`src/rtl/sau_pkg.sv`:
```
package sau_pkg;
  typedef enum logic [1:0] {
    ATTR_SEC  = 2'b00,
    ATTR_NS   = 2'b01,
    ATTR_NSC  = 2'b10
  } attr_e;

  localparam int FIX_N = 4;

  function automatic logic [31:0] fix_lo(input int i);
    case (i)
      0: return 32'h0000_0000;
      1: return 32'h1000_0000;
      2: return 32'h2000_0000;
      default: return 32'h4000_0000;
    endcase
  endfunction

  function automatic logic [31:0] fix_hi(input int i);
    case (i)
      0: return 32'h0FFF_FFFF;
      1: return 32'h1000_FFFF;
      2: return 32'h3FFF_FFFF;
      default: return 32'h4FFF_FFFF;
    endcase
  endfunction

  function automatic attr_e fix_attr(input int i);
    case (i)
      0: return ATTR_SEC;
      1: return ATTR_NSC;
      default: return ATTR_NS;
    endcase
  endfunction
endpackage

```
`src/rtl/sau_cfg_regs.sv`:
```
module sau_cfg_regs #(
  parameter int ADDR_W      = 32,
  parameter int NUM_REGIONS = 8,
  parameter int GRAN_BITS   = 5,
  localparam int GW         = ADDR_W - GRAN_BITS,
  localparam int CFG_AW     = $clog2(2 * NUM_REGIONS + 2)
) (
  input  logic              clk,
  input  logic              rst_n,
  input  logic              cfg_wr,
  input  logic              cfg_rd,
  input  logic              cfg_secure,
  input  logic [CFG_AW-1:0] cfg_addr,
  input  logic [ADDR_W-1:0] cfg_wdata,
  output logic [ADDR_W-1:0] cfg_rdata,
  output logic              glob_en,
  output logic [GW-1:0]     base_o [NUM_REGIONS],
  output logic [GW-1:0]     lim_o  [NUM_REGIONS],
  output logic [NUM_REGIONS-1:0] nsc_o,
  output logic [NUM_REGIONS-1:0] en_o
);
  logic unused_wbits;
  assign unused_wbits = ^cfg_wdata[GRAN_BITS-1:2];

  logic wr_ok;
  assign wr_ok = cfg_wr && cfg_secure;

  always_ff @(posedge clk or negedge rst_n) begin
    if (!rst_n) begin
      glob_en <= 1'b0;
      for (int r = 0; r < NUM_REGIONS; r++) begin
        base_o[r] <= '0;
        lim_o[r]  <= '0;
        nsc_o[r]  <= 1'b0;
        en_o[r]   <= 1'b0;
      end
    end else if (wr_ok) begin
      if (int'(cfg_addr) == 0) glob_en <= cfg_wdata[0];
      for (int r = 0; r < NUM_REGIONS; r++) begin
        if (int'(cfg_addr) == 2 + 2 * r) base_o[r] <= cfg_wdata[ADDR_W-1:GRAN_BITS];
        if (int'(cfg_addr) == 3 + 2 * r) begin
          lim_o[r] <= cfg_wdata[ADDR_W-1:GRAN_BITS];
          nsc_o[r] <= cfg_wdata[1];
          en_o[r]  <= cfg_wdata[0];
        end
      end
    end
  end

  always_comb begin
    cfg_rdata = '0;
    if (cfg_rd && cfg_secure) begin
      if (int'(cfg_addr) == 0) cfg_rdata[0] = glob_en;
      for (int r = 0; r < NUM_REGIONS; r++) begin
        if (int'(cfg_addr) == 2 + 2 * r)
          cfg_rdata = {base_o[r], {GRAN_BITS{1'b0}}};
        if (int'(cfg_addr) == 3 + 2 * r)
          cfg_rdata = {lim_o[r], {(GRAN_BITS-2){1'b0}}, nsc_o[r], en_o[r]};
      end
    end
  end
endmodule

```
`src/rtl/sau_region_match.sv`:
```
module sau_region_match #(
  parameter int GW = 27
) (
  input  logic          en,
  input  logic [GW-1:0] blk,
  input  logic [GW-1:0] base,
  input  logic [GW-1:0] lim,
  output logic          match
);
  assign match = en && (blk >= base) && (blk <= lim);
endmodule

```
`src/rtl/sau_fixed_map.sv`:
```
module sau_fixed_map
  import sau_pkg::*;
#(
  parameter int ADDR_W       = 32,
  parameter bit FIXED_MAP_EN = 1'b1
) (
  input  logic [ADDR_W-1:0] addr,
  output logic              fix_hit,
  output attr_e             fix_attr_o
);
  generate
    if (FIXED_MAP_EN) begin : g_map
      logic [FIX_N-1:0] hit_v;
      for (genvar i = 0; i < FIX_N; i++) begin : g_reg
        assign hit_v[i] = (32'(addr) >= fix_lo(i)) && (32'(addr) <= fix_hi(i));
      end
      always_comb begin
        fix_attr_o = ATTR_SEC;
        for (int i = 0; i < FIX_N; i++)
          if (hit_v[i]) fix_attr_o = fix_attr(i);
      end
      assign fix_hit = |hit_v;
    end else begin : g_none
      logic unused_addr;
      assign unused_addr = ^addr;
      assign fix_hit     = 1'b0;
      assign fix_attr_o  = ATTR_SEC;
    end
  endgenerate
endmodule

```
`src/rtl/sec_attr_unit.sv`:
```
module sec_attr_unit
  import sau_pkg::*;
#(
  parameter int ADDR_W       = 32,
  parameter int NUM_REGIONS  = 8,
  parameter bit FIXED_MAP_EN = 1'b1,
  parameter bit DISABLED_NS  = 1'b0,
  localparam int GRAN_BITS   = 5,
  localparam int GW          = ADDR_W - GRAN_BITS,
  localparam int CFG_AW      = $clog2(2 * NUM_REGIONS + 2),
  localparam int CNT_W       = $clog2(NUM_REGIONS + 1)
) (
  input  logic              clk,
  input  logic              rst_n,
  input  logic              cfg_wr,
  input  logic              cfg_rd,
  input  logic              cfg_secure,
  input  logic [CFG_AW-1:0] cfg_addr,
  input  logic [ADDR_W-1:0] cfg_wdata,
  output logic [ADDR_W-1:0] cfg_rdata,
  input  logic              lk_valid,
  input  logic              lk_secure,
  input  logic [ADDR_W-1:0] lk_addr,
  output logic [1:0]        lk_attr,
  output logic              lk_hit,
  output logic              lk_violation
);
  logic                   glob_en;
  logic [GW-1:0]          base_q [NUM_REGIONS];
  logic [GW-1:0]          lim_q  [NUM_REGIONS];
  logic [NUM_REGIONS-1:0] nsc_q, en_q, prog_match;
  logic                   fix_hit;
  attr_e                  fix_attr_w, attr_w;
  logic [CNT_W-1:0]       n_match;
  logic                   sel_nsc;

  sau_cfg_regs #(.ADDR_W(ADDR_W), .NUM_REGIONS(NUM_REGIONS), .GRAN_BITS(GRAN_BITS)) regs_i (
    .clk(clk), .rst_n(rst_n), .cfg_wr(cfg_wr), .cfg_rd(cfg_rd), .cfg_secure(cfg_secure),
    .cfg_addr(cfg_addr), .cfg_wdata(cfg_wdata), .cfg_rdata(cfg_rdata), .glob_en(glob_en),
    .base_o(base_q), .lim_o(lim_q), .nsc_o(nsc_q), .en_o(en_q)
  );

  for (genvar r = 0; r < NUM_REGIONS; r++) begin : g_rgn
    sau_region_match #(.GW(GW)) match_i (
      .en(en_q[r]), .blk(lk_addr[ADDR_W-1:GRAN_BITS]),
      .base(base_q[r]), .lim(lim_q[r]), .match(prog_match[r])
    );
  end

  sau_fixed_map #(.ADDR_W(ADDR_W), .FIXED_MAP_EN(FIXED_MAP_EN)) fix_i (
    .addr(lk_addr), .fix_hit(fix_hit), .fix_attr_o(fix_attr_w)
  );

  always_comb begin
    n_match = '0;
    sel_nsc = 1'b0;
    for (int r = 0; r < NUM_REGIONS; r++) begin
      n_match = n_match + CNT_W'(prog_match[r]);
      if (prog_match[r]) sel_nsc = nsc_q[r];
    end
  end

  always_comb begin
    if (glob_en && n_match > CNT_W'(1)) begin
      attr_w = ATTR_SEC;  lk_hit = 1'b1;
    end else if (glob_en && n_match == CNT_W'(1)) begin
      attr_w = sel_nsc ? ATTR_NSC : ATTR_NS;  lk_hit = 1'b1;
    end else if (fix_hit) begin
      attr_w = fix_attr_w;  lk_hit = 1'b1;
    end else begin
      attr_w = (!glob_en && DISABLED_NS) ? ATTR_NS : ATTR_SEC;  lk_hit = 1'b0;
    end
  end

  assign lk_attr      = attr_w;
  assign lk_violation = lk_valid && !lk_secure && (attr_w == ATTR_SEC);
endmodule

```
`config.mk`:
```
export PLATFORM = sky130hd
export DESIGN_NAME = sec_attr_unit
export DESIGN_NICKNAME = d
export VERILOG_FILES = /design/src/rtl/sau_pkg.sv /design/src/rtl/sau_cfg_regs.sv /design/src/rtl/sau_region_match.sv /design/src/rtl/sau_fixed_map.sv /design/src/rtl/sec_attr_unit.sv
export SDC_FILE = /design/constraint.sdc
export NUM_CORES = 1
export LEC_CHECK = 0
export BUFFER_PORTS_ARGS = -buffer_cell sky130_fd_sc_hd__buf_2
export CAP_MARGIN = 20
export CELL_PAD_IN_SITES_DETAIL_PLACEMENT = 0
export CELL_PAD_IN_SITES_GLOBAL_PLACEMENT = 2
export CORE_ASPECT_RATIO = 0.75
export CORE_UTILIZATION = 40
export CTS_CLUSTER_DIAMETER = 200
export DETAILED_ROUTE_END_ITERATION = 10
export HOLD_SLACK_MARGIN = 0.02
export PLACE_DENSITY = 0.8
export RECOVER_POWER = 100
export SYNTH_ARGS = -nofsm -noshare
export SYNTH_HDL_FRONTEND = slang
export SYNTH_SLANG_ARGS = --single-unit
```
`constraint.sdc`:
```
create_clock -name clk -period 11.13 [get_ports clk]
set_input_delay 2.226 -clock clk [delete_from_list [all_inputs] [get_ports clk]]
set_output_delay 2.226 -clock clk [all_outputs]
set_load 0.03 [all_outputs]
```
* Yosys cells after proc, flatten, opt, wreduce, memory -nomap -nowiden
Index checks and enable logic that the tools add are counted.
Operators by class: mux-type cells 36, add/sub/neg operators 7, equal/unequal tests 17, reductions and logical operators 47, magnitude comparators 25
Operators by type and width (number):
- $mux W32 | 17
- $ge A27 B27 Y1 | 8
- $le A27 B27 Y1 | 8
- $eq A5 B5 Y1 const B | 10
- $reduce_and A2 Y1 | 17
- $ge A32 B1 Y1 const B | 1
- $ge A32 B29 Y1 const B | 1
- $ge A32 B30 Y1 const B | 1
- $ge A32 B31 Y1 const B | 1
- $le A32 B28 Y1 const B | 1
- $le A32 B29 Y1 const B | 1
- $le A32 B30 Y1 const B | 1
- $le A32 B31 Y1 const B | 1
- $logic_and A1 B1 Y1 | 26
- $eq A5 B4 Y1 const B | 4
- $add A4 B1 Y4 | 4
- $mux W2 | 7
- $mux W1 | 12
- $eq A5 B3 Y1 const B | 2
- $logic_not A5 Y1 | 1
- $add A3 B1 Y4 | 1
- $eq A4 B1 Y1 const B | 1
- $gt A4 B1 Y1 const B | 1
- $reduce_or A4 Y1 | 1
- 4 further kinds | 4
Storage, ports and cells: flip-flop bits (word level) 449, logic and storage cells 165

* Longest topological paths before layout
Gate-level depths: netlist of run 1.
word-level depth 19, gate-level depth with buffers 22

* Cells and area by module
From an unflattened synthesis of run 1, not the netlist that was laid out.
Unflattened totals: cell total of the unflattened synthesis 3200, area total of the unflattened synthesis 32250.9 µm²
By module, submodules not included:
- sau_cfg_regs | seq. area each 11235.8 µm², instances 1, cells each 1644, area each 21055.2 µm²
- sau_region_match | seq. area each 0.0 µm², instances 8, cells each 187, area each 1348.8 µm²
- sec_attr_unit | seq. area each 0.0 µm², instances 1, cells each 46, area each 321.6 µm²
- sau_fixed_map | seq. area each 0.0 µm², instances 1, cells each 14, area each 83.8 µm²

* Least setup slack after synthesis of run 1
Ideal clock, no wire load.
path type input-to-output, start input lk_addr[30], end output lk_attr[0], stages on the path 19, required time 8.904 ns, path slack 1.399 ns, arrival time 7.505 ns, cell sequence ha_1 nand3_1 or3_1 or4_1 o22ai_1 a2bb2oi_1 inv_1 fa_1 fa_1 fa_1 inv_1 ha_1 fa_1 or2_2 a21oi_1 nor2b_1 or4_1 a32o_1 nor2_1
Between the ends: longest elaborated chain between the ends 14, elaborated cells on any way between the ends 70, classes of those cells 7 x add/sub; 25 x order compare; 1 x eq/ne; 14 x mux; 23 x reduce/logical
RTL lines:
- start, declared | line sec_attr_unit.sv:23 | input logic [ADDR_W-1:0] lk_addr,
- parallel branches: the longest is 13 deep, another holds $ge A27 B27 Y1
- $mux W2 * | line sec_attr_unit.sv:64 | if (glob_en && n_match > CNT_W'(1)) begin
- end, declared | line sec_attr_unit.sv:24 | output logic [1:0] lk_attr,
Mark *: on every way between the ends.

* Worst setup path after layout of run 1
start input lk_addr[9], end output lk_attr[0]
Same word-level chain as after synthesis.

==> results, run 1 <==
- The final total negative setup slack is 0 ns.
- In the synthesized netlist, the number of instances is 3381.
- The final layout contains about 4000 nets.
- The power density relative to cell area is ~150 nW/um2.
- The number of buffers inserted during clock tree synthesis is between 50 and 60.
- The hold violation total from the final report came to 0.
- In this run the deepest clock path goes through 3 buffers.
- After synthesis, the cell types taking the most area are sky130_fd_sc_hd__dfrtp_1 36%, sky130_fd_sc_hd__ha_1 17%, sky130_fd_sc_hd__mux2_2 9.5%.
- Of the post-synthesis cell area, the dominant cell type holds 36.1%.
- The tree is rooted in a sky130_fd_sc_hd__clkbuf_16.
- At the worst endpoint, the required time is just under 9 ns.
- Walking the worst path, the cells encountered are buf_2, ha_1, a21oi_1, o21ai_0, a2111oi_1, clkbuf_1, o22ai_1, a2bb2oi_1, inv_1, fa_1, fa_1, fa_1, inv_1, ha_1, fa_1, or2_2, a21oi_1, nor2b_1, nor4_1, a21oi_1, a32o_1, nor2_1, buf_2.
- The checks that failed: max-capacitance violations, max-slew violations.
- The initial antenna violation count is 8.
- The share of async-settable or async-resettable flops after synthesis is 100%.
- The total I/O pin count is 112.
- Among all flip-flop cells after synthesis, the most frequent one is sky130_fd_sc_hd__dfrtp_1.
- TritonCTS built the clock tree.
- The minimum period implied by the final worst setup slack is 10.89 ns.
- The type of the worst min-delay path is reg -> reg.
- Setup violations remaining at the end of the flow were counted as 0.
- The maximum single-stage delay on the critical path is 0.73 ns.
- The synthesis-to-layout area growth is 11.5%.
- The count of hold buffers inserted by post-cts repair is 0.
- Dividing the final minimum period by the clock period gives 97.9%.
- The overall die width is about 320 um.
- By startpoint and endpoint, the worst setup path is classified as in -> out.
- The met3 global-route usage is slightly above 5%.
- The max-slew violation total from the final report was ~1200.
- Data arrives at the worst endpoint at roughly 8.7 ns.
- The flow ran to the end, but the final reports show violations.
- The filler-free cell count of the finished design is 4555.
- Counting every sink on the clock net gives ~450.
- Across the run, the number of max-cap violations was 29.
- The number of fillers in the final layout is between 7000 and 8000.
- The remaining global-route overflow is 0.
- The effective utilization at floorplan is ~40%.
- In the layout the commonest cells are 449 x sky130_fd_sc_hd__dfrtp_1, 442 x sky130_fd_sc_hd__inv_1, 435 x sky130_fd_sc_hd__ha_1.
- Headroom to the max-slew limit came out at -331%.
- The length of the first detailed-routing pass in iterations is 6.
- The remaining number of nets flagged by the antenna check after routing is 0.
- The met1 capacity usage during global routing is between 40% and 50%.
- The average instance area after synthesis is ~9 um2.
- Clock-pin slew was measured on the worst setup and hold paths at 0.06 ns.
- STA classifies the critical path startpoint as an input port.
- Once placement completed, the tool counted placed cells totaling 4461.
- For the final database, setup skew stands at 0 ns.
- Counting stages on the worst path, the most repeated cell is sky130_fd_sc_hd__fa_1.
- The slowest stage of the critical path is the sky130_fd_sc_hd__a2111oi_1 cell.
- Synthesis inferred about 450 register bits.
- After detailed routing, the total wire length is between 100 and 150 mm.
- The worst-case IR drop observed on VDD is about 0.12 mV.
- The clock network latency to the later pin of the worst-skew pair is between 0.6 and 0.7 ns.
- Dividing the detail-routed wire length by the instance count gives around 25 um.
- The die covers 79000 um2.
- The number of distinct library cell variants in the gate-level netlist after synthesis is 66.
- Of the synthesized area, sequential elements account for a little over a third.
- The number of global-route vias before repair was about 26000.
- Setup repair after global routing left no endpoint under its margin.
- The library cell used most frequently in the layout, excluding fill and tap cells, is sky130_fd_sc_hd__dfrtp_1.
- The count of buffers added on input and output ports is 100.
- The core area is just under 80000 um2.
- Derived from the worst setup path, the maximum achievable clock frequency is approximately 92 MHz.
- The average vias per placed instance is around 6.
- Gates resized during post-CTS repair numbered 0.
- The wire length of the first global-routing pass is around 170 mm.
- Summing internal, switching and leakage power gives roughly 5.3 mW.
- The post-synthesis cell area is between 30000 and 40000 um2.
- The static leakage is 16.1 nW.
- The number of remaining DRC errors is 0.
- Post-CTS timing repair inserted 0 buffers for setup.
- Global routing used between 20% and 30% of the available tracks.
- The area taken by multi-input logic gates is around 18000 um2.
- The cell taking the most area after synthesis is sky130_fd_sc_hd__dfrtp_1.
- The global-route track usage on met2 is between 40% and 50%.
- In this run the worst path has a maximum fanout of 9.
- Counting flops with a built-in enable in the synthesized netlist gives 0.
- Row generation in the floorplan step produced between 80 and 90 rows.
- For this block, the initial DRC count from the detailed router was between 2000 and 3000.
- The actual slew at the worst max-slew pin is 6.47 ns.
- For this block, the via count after detailed routing is around 27000.
- The clock tree synthesis step divided the H-tree into 2 levels.
- The die boundary height is 244 um.
- The worst setup path is captured at a primary output.
- Entering global routing, the biggest net connects 155 pins.
- The most utilized layer in the global route result is met1.
- The sequential cells in the finished layout cover a total of between 10000 and 15000 um2.
- The share of cells above drive strength 1 is 14.5%.
- The final HPWL from detailed placement is 86.7 mm.
- The congestion estimate from routability-driven global placement came to roughly 1.
- The warning count from the yosys run is 0.
==> synthesized netlist by cell type, types with 5 or more instances <==
library cell	n
sky130_fd_sc_hd__o31ai_1	21
sky130_fd_sc_hd__o221ai_1	12
sky130_fd_sc_hd__nor2b_1	13
sky130_fd_sc_hd__o21a_1	13
sky130_fd_sc_hd__nand3_1	55
sky130_fd_sc_hd__nand3b_1	7
sky130_fd_sc_hd__buf_2	21
sky130_fd_sc_hd__nand2b_1	19
sky130_fd_sc_hd__o211ai_1	26
sky130_fd_sc_hd__nor4_1	17
sky130_fd_sc_hd__a221o_1	9
sky130_fd_sc_hd__o31a_1	10
sky130_fd_sc_hd__a21boi_0	6
sky130_fd_sc_hd__a2111oi_0	6
sky130_fd_sc_hd__inv_1	442
sky130_fd_sc_hd__o22ai_1	58
sky130_fd_sc_hd__or3_1	22
sky130_fd_sc_hd__a31oi_1	26
sky130_fd_sc_hd__clkbuf_1	125
sky130_fd_sc_hd__nand2_1	323
sky130_fd_sc_hd__or4_1	7
sky130_fd_sc_hd__a22oi_1	26
sky130_fd_sc_hd__mux2_2	263
sky130_fd_sc_hd__a211oi_1	56
sky130_fd_sc_hd__a222oi_1	7
sky130_fd_sc_hd__dfrtp_1	449
sky130_fd_sc_hd__and2_1	5
sky130_fd_sc_hd__and4_1	12
sky130_fd_sc_hd__nand4_1	75
sky130_fd_sc_hd__nor2_1	111
sky130_fd_sc_hd__a21o_1	25
sky130_fd_sc_hd__a211o_1	8
sky130_fd_sc_hd__ha_1	435
sky130_fd_sc_hd__a32oi_1	5
sky130_fd_sc_hd__nor3_1	38
sky130_fd_sc_hd__a21oi_1	174
sky130_fd_sc_hd__and3_1	13
sky130_fd_sc_hd__o21bai_1	5
sky130_fd_sc_hd__buf_4	6
sky130_fd_sc_hd__a221oi_2	5
sky130_fd_sc_hd__a221oi_1	61
sky130_fd_sc_hd__o21ai_0	315
==> flip-flops by register name, summed over array words and instances (netlist names) <==
name / cells
regs_i.lim_o: 216
regs_i.en_o: 8
regs_i.nsc_o: 8
regs_i.glob_en: 1
regs_i.base_o: 216
==> final cells by class <==
type | count | share of cell area (%)
clock buffers | 79 | 4.62
diodes | 1 | 0.00721
multi-input cells | 2336 | 50.9
well taps | 1035 | 3.73
flip-flops and latches | 449 | 32.4
repair buffers | 200 | 3.19
clock inverters | 13 | 0.414
inverters | 442 | 4.78
==> worst max-delay path: cells and delay by family <==
kind                     cells  cell delay (ns)
adder cells (fa/ha/maj)      6             2.38
AO/OA/AOI/OAI                8             1.96
AND/OR/NAND/NOR              4             1.05
buffers and inverters        5             1.03
==> metrics by stage <==
stage / utilization [%] / area (um2) / worst slack (ns) / hold slack, ns
after floorplan: - / 31100 / 1.40 / 0.479
after CTS: 45.4 / 34900 / 0.411 / 0.506
after detailed placement: 43.1 / 33200 / 0.451 / 0.493
after global routing: 45.1 / 34700 / 0.0531 / 0.519
after global placement: 43.1 / 33200 / 0.442 / 0.487
final: 45.1 / 34700 / 0.237 / 0.504
==> final timing paths <==
check	slack (ns)	cells past startpoint	from	endpoint
min in group asynchronous	4.02	1	rst_n	regs_i.lim_o[210]
max in group asynchronous	2.81	2	rst_n	regs_i.base_o[125]
worst min-delay path	0.50	1	regs_i.lim_o[1]	regs_i.lim_o[1]
worst max-delay path	0.24	23	lk_addr[9]	lk_attr[0]
worst max register to register	10.27	2	regs_i.lim_o[137]	regs_i.lim_o[137]
worst min register to register	0.50	1	regs_i.lim_o[1]	regs_i.lim_o[1]
==> kinds of logic (layout without fill, tap and decap cells) <==
logic type / Yosys count / in the layout / share of synthesized area, %
AOI/OAI and AO/OA: 900 / 900 / 18.2
and+or+nand+nor: 728 / 728 / 11.0
buffers and inverters: 598 / 734 / 7.36
DFF: 449 / 449 / 36.1
adders and majority gates: 439 / 439 / 17.7
muxes: 266 / 266 / 9.61
other: 1 / 4 / 0.0120
==> layer usage <==
layer  part of all wire (%)  wire length [um]
met1                     48             55200
met4                    2.4              2740
met3                    7.4              8490
met5                  0.047                54
met2                     42             48600
==> where the power goes <==
part           internal, mW  leakage, nW  switching [mW]
combinational         0.561         9.73           0.858
sequential             1.89         5.45           0.169
clock                  1.05        0.874           0.745
total                  3.51         16.1            1.77
No activity file was read; power rests on OpenSTA's default activity.
==> inputs of run 2 (changes only) <==
- RECOVER_POWER: 100 -> 50
==> results, run 2 (same netlist as run 1, synthesis figures left out) <==
- The core area was 77000 um2 (unchanged).
- The routed wire length is 115 mm (about the same).
- The number of buffers inserted during clock tree synthesis is 51 (unchanged).
- The end point of the most critical hold path is regs_i.base_o[165] (was regs_i.lim_o[1]).
- The number of instances resized during post-cts repair came to 0 (unchanged).
- The timing-limited maximum frequency is 92.3 MHz (was 91.8 MHz).
- The buffer count from post-CTS setup fixing is 0 (unchanged).
- The pre-CTS setup slack is 0.451 ns (unchanged).
- The worst-case clock buffer depth came to 3 (unchanged).
- The overall die width is 324 um (unchanged).
- The number of nets in the layout is 3995 (unchanged).
- The biggest fanout along the worst timing path came to 9 (unchanged).
- The clock network latency to the later pin of the worst-skew pair came to 0.61 ns (about the same).
- The number of port buffers was 100 (unchanged).
- The routability congestion estimate came to 0.972 (unchanged).
- The number of instances in the placed design came to 4461 (unchanged).
- The met3 wire length was 8.07 mm (was 8.49 mm).
- The overall via count from detail_route is 26800 (was 26900).
- The final HPWL from detailed placement is 86.7 mm (unchanged).
- The max-slew violation total from the final report is 331 (was 1150).
- The detailed router's first-iteration violation count is 2582 (was 2567).
- The actual slew at the worst max-slew pin was 6.42 ns (was 6.47 ns).
- The remaining global-route overflow is 0 (unchanged).
- The startpoint type of the worst setup path is an input port (unchanged).
- The remaining number of nets flagged by the antenna check after routing is 0 (unchanged).
- The number of remaining DRC errors is 0 (unchanged).
- The CTS tree is yes (unchanged).
- The worst clock skew is 0 ns (unchanged).
- The count of hold buffers inserted by post-cts repair came to 0 (unchanged).
- The largest voltage drop on the vdd net is 0.119 mV (was 0.120 mV).
- The cell depth of the worst flop-to-flop path is 1 (was 2).
- The die boundary height was 244 um (unchanged).
- The worst path required time was 8.90 ns (about the same).
- The detailed-routing wirelength on met1 is 55.7 mm (was 55.2 mm).
- Violations in the final reports: max-capacitance violations, max-slew violations (unchanged).
- The number of global-route vias before repair is 26100 (unchanged).
- The final count of negative-setup-slack endpoints was 0 (unchanged).
- The static leakage is 16.3 nW (was 16.1 nW).
- The beginning of the worst hold path was regs_i.base_o[165] (was regs_i.lim_o[1]).
- Top library cells by usage in the layout, fill and taps aside: 449 x sky130_fd_sc_hd__dfrtp_1, 442 x sky130_fd_sc_hd__inv_1, 435 x sky130_fd_sc_hd__ha_1 (unchanged).
- The filler-free cell count of the finished design is 4555 (unchanged).
- RSZ-0062 raised after global routing: false (unchanged).
- The power density relative to cell area came to 151 nW/um2 (was 152 nW/um2).
- The total routing resource utilization after global routing came to 29.2% (unchanged).
- The effective utilization at floorplan is 40.5% (unchanged).
- The minimum period implied by the final worst setup slack is 10.83 ns (was 10.89 ns).
- The worst hold path stage count was 1 (unchanged).
- The number of violations of the max-capacitance limit came to 5 (was 29).
- The relative max-transition margin is -328% (was -331%).
- The area of the die is 79000 um2 (unchanged).
- The number of standard-cell rows in the floorplan came to 88 (unchanged).
- The sort of element at the end of the critical path is a primary output (unchanged).
- The met2 wirelength from detailed routing was 48.6 mm (about the same).
- The hold violation total from the final report was 0 (unchanged).
- The initial antenna violation count came to 8 (unchanged).
- The path type of the worst setup path is in -> out (unchanged).
- The most common cell after layout, fill and taps aside is sky130_fd_sc_hd__dfrtp_1 (unchanged).
- The final clock period utilization by the worst path is 97.3% (was 97.9%).
- The wire length of the first global-routing pass is 171 mm (unchanged).
- The average vias per placed instance is 5.89 (was 5.90).
- The worst-case register-to-register setup slack came to 10.29 ns (was 10.27 ns).
- The data arrival at the endpoint of the critical path was 8.60 ns (was 8.67 ns).
- The final total negative setup slack is 0 ns (unchanged).
- The detail-routed net length per standard cell is 25.3 um (about the same).
- The length of the first detailed-routing pass in iterations is 5 (was 6).
- The share of cells above drive strength 1 was 16.3% (was 14.5%).
- Run status: complete, but fails checks (unchanged).
- Top Registers: regs_i.base_o: 216 flops, regs_i.lim_o: 216 flops (unchanged).
- The pin count of the biggest net entering global routing was 155 (unchanged).
- The synthesis-to-layout area growth is 12.2% (was 11.5%).
- The clock tree root driver cell is sky130_fd_sc_hd__clkbuf_16 (unchanged).
- The number of sinks driven by the clock tree is 449 (unchanged).
- The total I/O pin count is 112 (unchanged).
- The endpoint of the worst register-to-register path is regs_i.glob_en (was regs_i.lim_o[137]).
- The launching point of the worst reg2reg path is regs_i.glob_en (was regs_i.lim_o[137]).
- The post-CTS clock slew at the launch and capture registers of the worst setup and hold paths is 0.06 ns (about the same).
- The H-tree depth came to 2 (unchanged).
- The minimum setup slack in the final design is 0.301 ns (was 0.237 ns).
- The type of the worst min-delay path is reg -> reg (unchanged).
- The highest routing layer actually used is met5 (unchanged).
## run 2: area by class of cell
type                            count  area [um2]
Multi-Input combinational cell   2336       17700
Sequential cell                   449       11200
Inverter                          442        1660
Antenna cell                        1        2.50
Clock inverter                     13         144
Clock buffer                       79        1600
Fill cell                        7378       42000
Timing Repair Buffer              200        1270
Tap cell                         1035        1290
## run 2: worst max-delay path, stage by stage
cell                        delay, ns
sky130_fd_sc_hd__buf_2           0.34
sky130_fd_sc_hd__ha_1            0.33
sky130_fd_sc_hd__a21oi_1         0.13
sky130_fd_sc_hd__o21ai_0         0.22
sky130_fd_sc_hd__a2111oi_1       0.72
sky130_fd_sc_hd__buf_4           0.25
sky130_fd_sc_hd__o22ai_1         0.08
sky130_fd_sc_hd__a2bb2oi_1       0.18
sky130_fd_sc_hd__inv_1           0.13
sky130_fd_sc_hd__fa_1            0.48
sky130_fd_sc_hd__fa_1            0.47
sky130_fd_sc_hd__fa_1            0.52
sky130_fd_sc_hd__inv_1           0.04
sky130_fd_sc_hd__ha_1            0.20
sky130_fd_sc_hd__fa_1            0.39
sky130_fd_sc_hd__or2_2           0.30
sky130_fd_sc_hd__a21oi_1         0.21
sky130_fd_sc_hd__nor2b_1         0.11
sky130_fd_sc_hd__nor4_1          0.48
sky130_fd_sc_hd__a21oi_1         0.07
sky130_fd_sc_hd__a32o_1          0.28
sky130_fd_sc_hd__nor2_1          0.18
sky130_fd_sc_hd__buf_2           0.24
## run 2: layer usage
layer  vias to the layer above  track usage (%)
li1                      12400                -
met1                     13400             43.8
met2                       874             43.1
met3                       173             5.12
met4                         8             7.05
met5                         -                0
## run 2: worst max path at each step
stage,from,end,slack [ns],depth (start not counted)
2_1_floorplan,lk_addr[30],lk_attr[0],1.40,19
3_3_place_gp,lk_addr[9],lk_attr[0],0.44,22
3_5_place_dp,lk_addr[9],lk_attr[0],0.45,22
4_1_cts,lk_addr[9],lk_attr[0],0.41,22
5_1_grt,lk_addr[9],lk_attr[0],0.07,23
6_report,lk_addr[9],lk_attr[0],0.30,23
## run 2: power by group
group | internal (mW) | switching [mW] | leakage [nW]
clock | 1.05 | 0.744 | 0.874
sequential | 1.89 | 0.169 | 5.45
combinational | 0.563 | 0.859 | 9.96
## run 2: stage by stage
stage               utilization, %  hold WS (ns)  power [mW]  cell area (um2)
finish                        45.4         0.504        5.28            34900
global placement              43.1         0.487        3.42            33200
detailed placement            43.1         0.493        3.49            33200
CTS                           45.4         0.506        5.30            34900
floorplan                        -         0.479        2.95            31100
global route                  45.4         0.519        5.59            34900
